## config.mk

```make
export PLATFORM = sky130hd
export DESIGN_NAME = tmr_upd_core
export DESIGN_NICKNAME = d
export VERILOG_FILES = /design/src/rtl/tmr_upd_pkg.sv /design/src/rtl/tmr_prescaler.sv /design/src/rtl/tmr_counter.sv /design/src/rtl/tmr_upd_flag.sv /design/src/rtl/tmr_upd_core.sv
export SDC_FILE = /design/constraint.sdc
export NUM_CORES = 1
export LEC_CHECK = 0
export BUFFER_PORTS_ARGS = -buffer_cell sky130_fd_sc_hd__buf_2
export CAP_MARGIN = 25
export CORE_UTILIZATION = 60
export DETAILED_ROUTE_END_ITERATION = 10
export GPL_TIMING_DRIVEN = 0
export PLACE_DENSITY = 0.77
export SYNTH_ARGS = -nofsm -noshare
export SYNTH_HDL_FRONTEND = slang
export SYNTH_SLANG_ARGS = --single-unit
```

## constraint.sdc

```tcl
create_clock -name clk -period 4.7 [get_ports clk]
set_input_delay 0.94 -clock clk [delete_from_list [all_inputs] [get_ports clk]]
set_output_delay 0.94 -clock clk [all_outputs]
set_load 0.05 [all_outputs]
```

## src/rtl/tmr_upd_pkg.sv

```systemverilog
package tmr_upd_pkg;
  localparam int ADDR_W = 3;

  typedef enum logic [ADDR_W-1:0] {
    RA_CTRL   = 3'd0,
    RA_EVREQ  = 3'd1,
    RA_STAT   = 3'd2,
    RA_RELOAD = 3'd3,
    RA_DIV    = 3'd4,
    RA_COUNT  = 3'd5
  } reg_addr_e;

  localparam int CB_RUN     = 0;
  localparam int CB_OVFONLY = 1;
  localparam int CB_IE      = 2;
  localparam int CTRL_W     = 3;

  typedef struct packed {
    logic ie;
    logic ovf_only;
    logic run;
  } ctrl_t;
endpackage

```

## src/rtl/tmr_prescaler.sv

```systemverilog
module tmr_prescaler #(
  parameter int W = 16
) (
  input  logic         clk,
  input  logic         rst_n,
  input  logic         restart,
  input  logic         run,
  input  logic [W-1:0] ratio,
  output logic         tick
);
  logic [W-1:0] phase_q;

  assign tick = run && !restart && (phase_q == ratio);

  always_ff @(posedge clk or negedge rst_n) begin
    if (!rst_n) begin
      phase_q <= '0;
    end else if (restart) begin
      phase_q <= '0;
    end else if (run) begin
      if (phase_q == ratio) phase_q <= '0;
      else                  phase_q <= phase_q + 1'b1;
    end
  end
endmodule

```

## src/rtl/tmr_counter.sv

```systemverilog
module tmr_counter #(
  parameter int W = 16
) (
  input  logic         clk,
  input  logic         rst_n,
  input  logic         restart,
  input  logic         tick,
  input  logic [W-1:0] limit,
  output logic [W-1:0] value,
  output logic         wrap
);
  logic [W-1:0] cnt_q;

  assign value = cnt_q;
  assign wrap  = tick && (cnt_q == limit);

  always_ff @(posedge clk or negedge rst_n) begin
    if (!rst_n) begin
      cnt_q <= '0;
    end else if (restart) begin
      cnt_q <= '0;
    end else if (tick) begin
      if (cnt_q == limit) cnt_q <= '0;
      else                cnt_q <= cnt_q + 1'b1;
    end
  end
endmodule

```

## src/rtl/tmr_upd_flag.sv

```systemverilog
module tmr_upd_flag #(
  parameter int LAT = 2
) (
  input  logic clk,
  input  logic rst_n,
  input  logic sw_req,
  input  logic hw_set,
  input  logic clr_req,
  output logic sw_set,
  output logic flag
);
  generate
    if (LAT == 0) begin : g_direct
      assign sw_set = sw_req;
    end else begin : g_pipe
      logic [LAT-1:0] pipe_q;
      always_ff @(posedge clk or negedge rst_n) begin
        if (!rst_n) pipe_q <= '0;
        else if (LAT == 1) pipe_q <= sw_req;
        else pipe_q <= {pipe_q[LAT-2:0], sw_req};
      end
      assign sw_set = pipe_q[LAT-1];
    end
  endgenerate

  always_ff @(posedge clk or negedge rst_n) begin
    if (!rst_n)                flag <= 1'b0;
    else if (sw_set || hw_set) flag <= 1'b1;
    else if (clr_req)          flag <= 1'b0;
  end
endmodule

```

## src/rtl/tmr_upd_core.sv

```systemverilog
module tmr_upd_core #(
  parameter int DW      = 16,
  parameter int UPD_LAT = 2
) (
  input  logic                          clk,
  input  logic                          rst_n,
  input  logic                          wr_en,
  input  logic [tmr_upd_pkg::ADDR_W-1:0] wr_addr,
  input  logic [DW-1:0]                 wr_data,
  input  logic [tmr_upd_pkg::ADDR_W-1:0] rd_addr,
  output logic [DW-1:0]                 rd_data,
  output logic                          upd_irq
);
  import tmr_upd_pkg::*;

  ctrl_t        ctrl_q;
  logic [DW-1:0] reload_stg_q, div_stg_q;
  logic [DW-1:0] reload_act_q, div_act_q;
  logic          req_rb_q;
  logic          sw_hit, sw_flag_req, clr_hit;
  logic          tick, wrap, upd_evt, sw_set, flag_q;
  logic [DW-1:0] count;

  assign sw_hit      = wr_en && (wr_addr == RA_EVREQ) && wr_data[0];
  assign sw_flag_req = sw_hit && !ctrl_q.ovf_only;
  assign clr_hit     = wr_en && (wr_addr == RA_STAT) && !wr_data[0];
  assign upd_evt     = sw_hit || wrap;

  always_ff @(posedge clk or negedge rst_n) begin
    if (!rst_n) begin
      ctrl_q       <= '0;
      reload_stg_q <= '1;
      div_stg_q    <= '0;
      req_rb_q     <= 1'b0;
    end else begin
      req_rb_q <= sw_hit;
      if (wr_en) begin
        case (wr_addr)
          RA_CTRL:   ctrl_q       <= ctrl_t'(wr_data[CTRL_W-1:0]);
          RA_RELOAD: reload_stg_q <= wr_data;
          RA_DIV:    div_stg_q    <= wr_data;
          default: ;
        endcase
      end
    end
  end

  always_ff @(posedge clk or negedge rst_n) begin
    if (!rst_n) begin
      reload_act_q <= '1;
      div_act_q    <= '0;
    end else if (upd_evt) begin
      reload_act_q <= reload_stg_q;
      div_act_q    <= div_stg_q;
    end
  end

  tmr_prescaler #(.W(DW)) u_div (
    .clk(clk), .rst_n(rst_n), .restart(sw_hit), .run(ctrl_q.run),
    .ratio(div_act_q), .tick(tick)
  );

  tmr_counter #(.W(DW)) u_cnt (
    .clk(clk), .rst_n(rst_n), .restart(sw_hit), .tick(tick),
    .limit(reload_act_q), .value(count), .wrap(wrap)
  );

  tmr_upd_flag #(.LAT(UPD_LAT)) u_flag (
    .clk(clk), .rst_n(rst_n), .sw_req(sw_flag_req), .hw_set(wrap),
    .clr_req(clr_hit), .sw_set(sw_set), .flag(flag_q)
  );

  assign upd_irq = flag_q && ctrl_q.ie;

  always_comb begin
    rd_data = '0;
    case (rd_addr)
      RA_CTRL:   rd_data[CTRL_W-1:0] = ctrl_q;
      RA_EVREQ:  rd_data[0] = req_rb_q;
      RA_STAT:   rd_data[0] = flag_q;
      RA_RELOAD: rd_data = reload_stg_q;
      RA_DIV:    rd_data = div_stg_q;
      RA_COUNT:  rd_data = count;
      default:   rd_data = '0;
    endcase
  end
endmodule

```

; ---- Yosys cells after proc, flatten, opt, wreduce, memory -nomap -nowiden
; Index checks and enable logic that the tools add are counted.
[totals]
ff_bits = 103
input_bits = 25
[classes]
add_sub_neg = 2
n_eq_ne = 11
mux = 11
reduce_logical = 22
[op_table]
columns = op, count
row1 = $mux W16, 6
row2 = $pmux W13 S3, 1
row3 = $add A16 B1 Y16 const B, 2
row4 = $eq A16 B16 Y1, 2
row5 = $eq A3 B2 Y1 const B, 4
row6 = $eq A3 B3 Y1 const B, 3
row7 = $logic_and A1 B1 Y1, 9
row8 = $pmux W2 S4, 1
row9 = $eq A3 B1 Y1 const B, 2
row10 = $logic_not A3 Y1, 2
row11 = $pmux W1 S6, 1
row12 = $reduce_and A2 Y1, 3
row13 = $reduce_bool A2 Y1, 3
row14 = $logic_not A1 Y1, 3
row15 = $logic_or A1 B1 Y1, 2
row16 = $mux W1, 2

; ---- Logic depth before layout (Yosys ltp)
[depth]
ltp_word = 9
ltp_mapped = 8
depth_no_buf = 6

; ---- By module
; Synthesis repeated with hierarchy kept, for this count alone.
[hier_totals]
cells_unflattened = 457
area_unflattened_um2 = 5376.4
[modules_own_cells]
columns = module, n_inst, cells_per_inst, area_per_inst_um2, seq_area_each_um2
row1 = tmr_upd_core, 1, 201, 3021.6, 1741.7
row2 = tmr_prescaler, 1, 146, 1217.4, 400.4
row3 = tmr_counter, 1, 104, 1049.8, 400.4
row4 = tmr_upd_flag, 1, 6, 87.6, 75.1

; ---- Worst setup path before layout
; OpenSTA, ideal clock, no wires.
[synth_path]
path_kind = input to output
from = in rd_addr[0] (netlist bit)
to = out rd_data[1]
arrival_ps = 2996
required_time_ps = 3760
setup_slack_ps = 764
path_stages = 4
n_path_buf = 2
path_cell_list = buf_1 > buf_1 > a31oi_1 > o21ai_0
[synth_via]
elab_chain_cells = 2
word_cells_on_any_way = 5
classes_between = eq/ne: 3 / mux: 1 / reduce/logical: 1
[synth_lines]
columns = element, line
row1 = start: declaration, tmr_upd_core.sv:10  ; input logic [tmr_upd_pkg::ADDR_W-1:0] rd_addr,
row2 = $eq A3 B3 Y1 (tied with other cells), tmr_upd_core.sv:77  ; case (rd_addr)
row3 = $pmux W2 S4 *, tmr_upd_core.sv:77
row4 = end: declaration, tmr_upd_core.sv:11  ; output logic [DW-1:0] rd_data,
; Every way passes the cells marked *; elsewhere a longest branch is shown, timed or not.

; ---- Worst setup path in the final report
[layout_path]
from = in rd_addr[0] (netlist bit)
to = out rd_data[12]
[layout_via]
elab_chain_cells = 2
word_cells_on_any_way = 4
classes_between = eq/ne: 3 / mux: 1
[layout_lines]
columns = element, line
row1 = $eq A3 B3 Y1 or $eq A3 B2 Y1 (tied branches), tmr_upd_core.sv:77
row2 = $pmux W13 S3 *, tmr_upd_core.sv:77
; Marks and branches as above.

==> run metrics <==
die height=98.1 um; Reg clk slew, reported paths=100 ps; Slew HR=0.504; period utilization=0.848; Starting Density=0.626; clock skew=12.0 ps; CTS Buffer Depth=2; DRC viols=0; Pleak=around 2.8 nW; M1 GR Usage=0.414; row count=34; Required @ worst endpoint=between 3000 and 4000 ps; final hold violation count=0; # Max-Cap Violations=0; register area share after synthesis=0.473; Slew @ Worst Pin=745 ps; Area growth syn-to-layout=9.92%; setup TNS=0 ps; main flop type after synthesis=dfrtp_1; count of flip-flops with a built-in enable after synthesis=0; post-DP HPWL=9770 um; die width=98.1 um; ant diodes=0; yosys warns=0; Final Core Density=0.688; I/O Buffers=40; Startpoint Class=input port; leading cell type in the layout, fill and taps excluded=dfrtp_1; Setup Buffers After CTS=0; arrival time worst endpoint=3050 ps; hold_ws=357 ps; Synth cell types=between 50 and 60; RSZ-0062 raised after global routing=false; die footprint=9620 um2; CTS tree=yes; final net count=561; cts hold-fix bufs=0; clk sink count=103; minimum clock period after layout=3990 ps; largest net degree at the start of global routing=54; WS Path Type=input port to output port; Top Usage Layer GRT=met2; initial drt markers=432; CTS Buf Count=9; Post-CTS Resized=0; Antenna Nets Post-Route=0; clk root buf=clkbuf_8; FMAX=~250 MHz; Crit. End Element=output port; H-tree depth=3; layout cells sized above 1=0.327; number of global-route vias before repair=4106; vias after detailed routing=4185; met2 usage=0.467; Clock Latency Late Sink=~370 ps; first-pass GRT wire length=roughly 22000 um; Max IR drop VDD=around 200 uV; Routed WL=around 13000 um; met3 GRT Util=0.0508; grt ovf=0; worst hold path class=register to register; Slew Limit Fails=0; TritonRoute pass-1 iters=6; Seq cells post-synth=103; Syn Nets=508; core box area=8850 um2; ys async rst share=1.00; vias per std cell=6.47; pwr/cell area=418 nW/um2; final setup fails=0; initial antenna violation count=0; Ports=42; wire length per cell=20.5 um; gpl congestion=0.875; most frequent cells in the layout=dfrtp_1, buf_2, nand2_1, mux2_2; fillcell total=675; number of cells produced by synthesis=~480; Syn Area/Cell=11.5 um2; critical path fanouts, max=10; Cell Area, Synth=5540 um2; status=complete, no violations; Total Routing Usage GR=0.294
==> through the flow <==
stage	setup slack, ps	cell area (um2)	std cells	total power, mW
finish	713	6090	647	2.54
global route	487	6090	647	2.67
CTS	725	6090	647	2.55
detailed placement	746	5910	631	2.03
global placement	771	5870	629	1.99
floorplan	764	5540	481	1.81
==> cell families (layout without fill, tap and decap cells) <==
logic type / Yosys count / in the layout / synth area share
multiplexers: 85 / 85 / 0.192
adder cells (fa/ha/maj): 2 / 2 / 0.00452
flip-flops: 103 / 103 / 0.473
AO/OA/AOI/OAI: 77 / 77 / 0.103
buffers and inverters: 33 / 91 / 0.0312
AND/OR/NAND/NOR: 147 / 147 / 0.143
XOR/XNOR: 34 / 34 / 0.0538
==> state kept, by name, indices dropped and copies added (netlist names) <==
name and count:
div_act_q 16, div_stg_q 16, reload_act_q 16, reload_stg_q 16, u_cnt.value 16, u_div.phase_q 16
ctrl_q 3, u_flag.g_pipe.pipe_q 2, req_rb_q 1, u_flag.flag 1
==> Yosys cell counts (6+ instances only) <==
library cell  number  share of area
a32o_1             8          0.014
and3_1             8         0.0090
buf_2              9         0.0081
clkbuf_1          11         0.0075
dfrtp_1           71           0.32
dfstp_2           32           0.15
mux2_2            36          0.073
mux2_4            30          0.081
mux2i_1           16          0.029
nand2_1           39          0.026
nand3_1           14          0.013
nand4_1           12          0.014
nor2_1            15          0.010
nor3_1            11         0.0099
nor3b_1            6         0.0081
nor4_1            18          0.020
o211ai_1           6         0.0081
o21ai_0           22          0.020
xor2_1            32          0.051
==> final timing paths <==
| path | start | endpoint | slack (ps) | depth (start not counted) |
|---|---|---|---|---|
| setup / recovery | rd_addr[0] | rd_data[12] | 710 | 8 |
| hold / removal | u_flag.g_pipe.pipe_q[0] | u_flag.g_pipe.pipe_q[1] | 360 | 0 |
| setup reg to reg | u_div.phase_q[7] | u_cnt.value[15] | 2290 | 6 |
| hold reg to reg | u_flag.g_pipe.pipe_q[0] | u_flag.g_pipe.pipe_q[1] | 360 | 0 |
| max in group asynchronous | rst_n | reload_stg_q[5] | 3370 | 2 |
| min in group asynchronous | rst_n | u_div.phase_q[11] | 600 | 1 |
==> per-layer routing <==
layer | vias up | part of all wire
li1 | 1897 | -
met2 | 168 | 0.48
met4 | 0 | 0.024
met1 | 2089 | 0.43
met5 | - | 0
met3 | 31 | 0.067
==> worst max-delay path: stages <==
cell,delay [ps]
buf_2,100
buf_1,520
nand2_1,110
nor2_1,370
clkbuf_1,460
nand2_1,90
o21ai_0,130
buf_2,310
==> where the power goes <==
part	total [mW]	switching, mW	internal [mW]
registers	1.35	0.212	1.14
clock network	0.520	0.319	0.201
logic	0.667	0.335	0.332
total	2.54	0.866	1.68
==> final cells by class <==
cell class / count / area (um2) / share of cell area
Buffer: 28 / 154 / 0.0253
Clock buffer: 10 / 128 / 0.0210
Clock inverter: 6 / 48.8 / 0.00801
Inverter: 5 / 18.8 / 0.00308
Multi-Input combinational cell: 345 / 2750 / 0.452
Sequential cell: 103 / 2620 / 0.430
Tap cell: 108 / 135 / 0.0222
Timing Repair Buffer: 42 / 238 / 0.0390
Power figures use the tool's default switching activity.
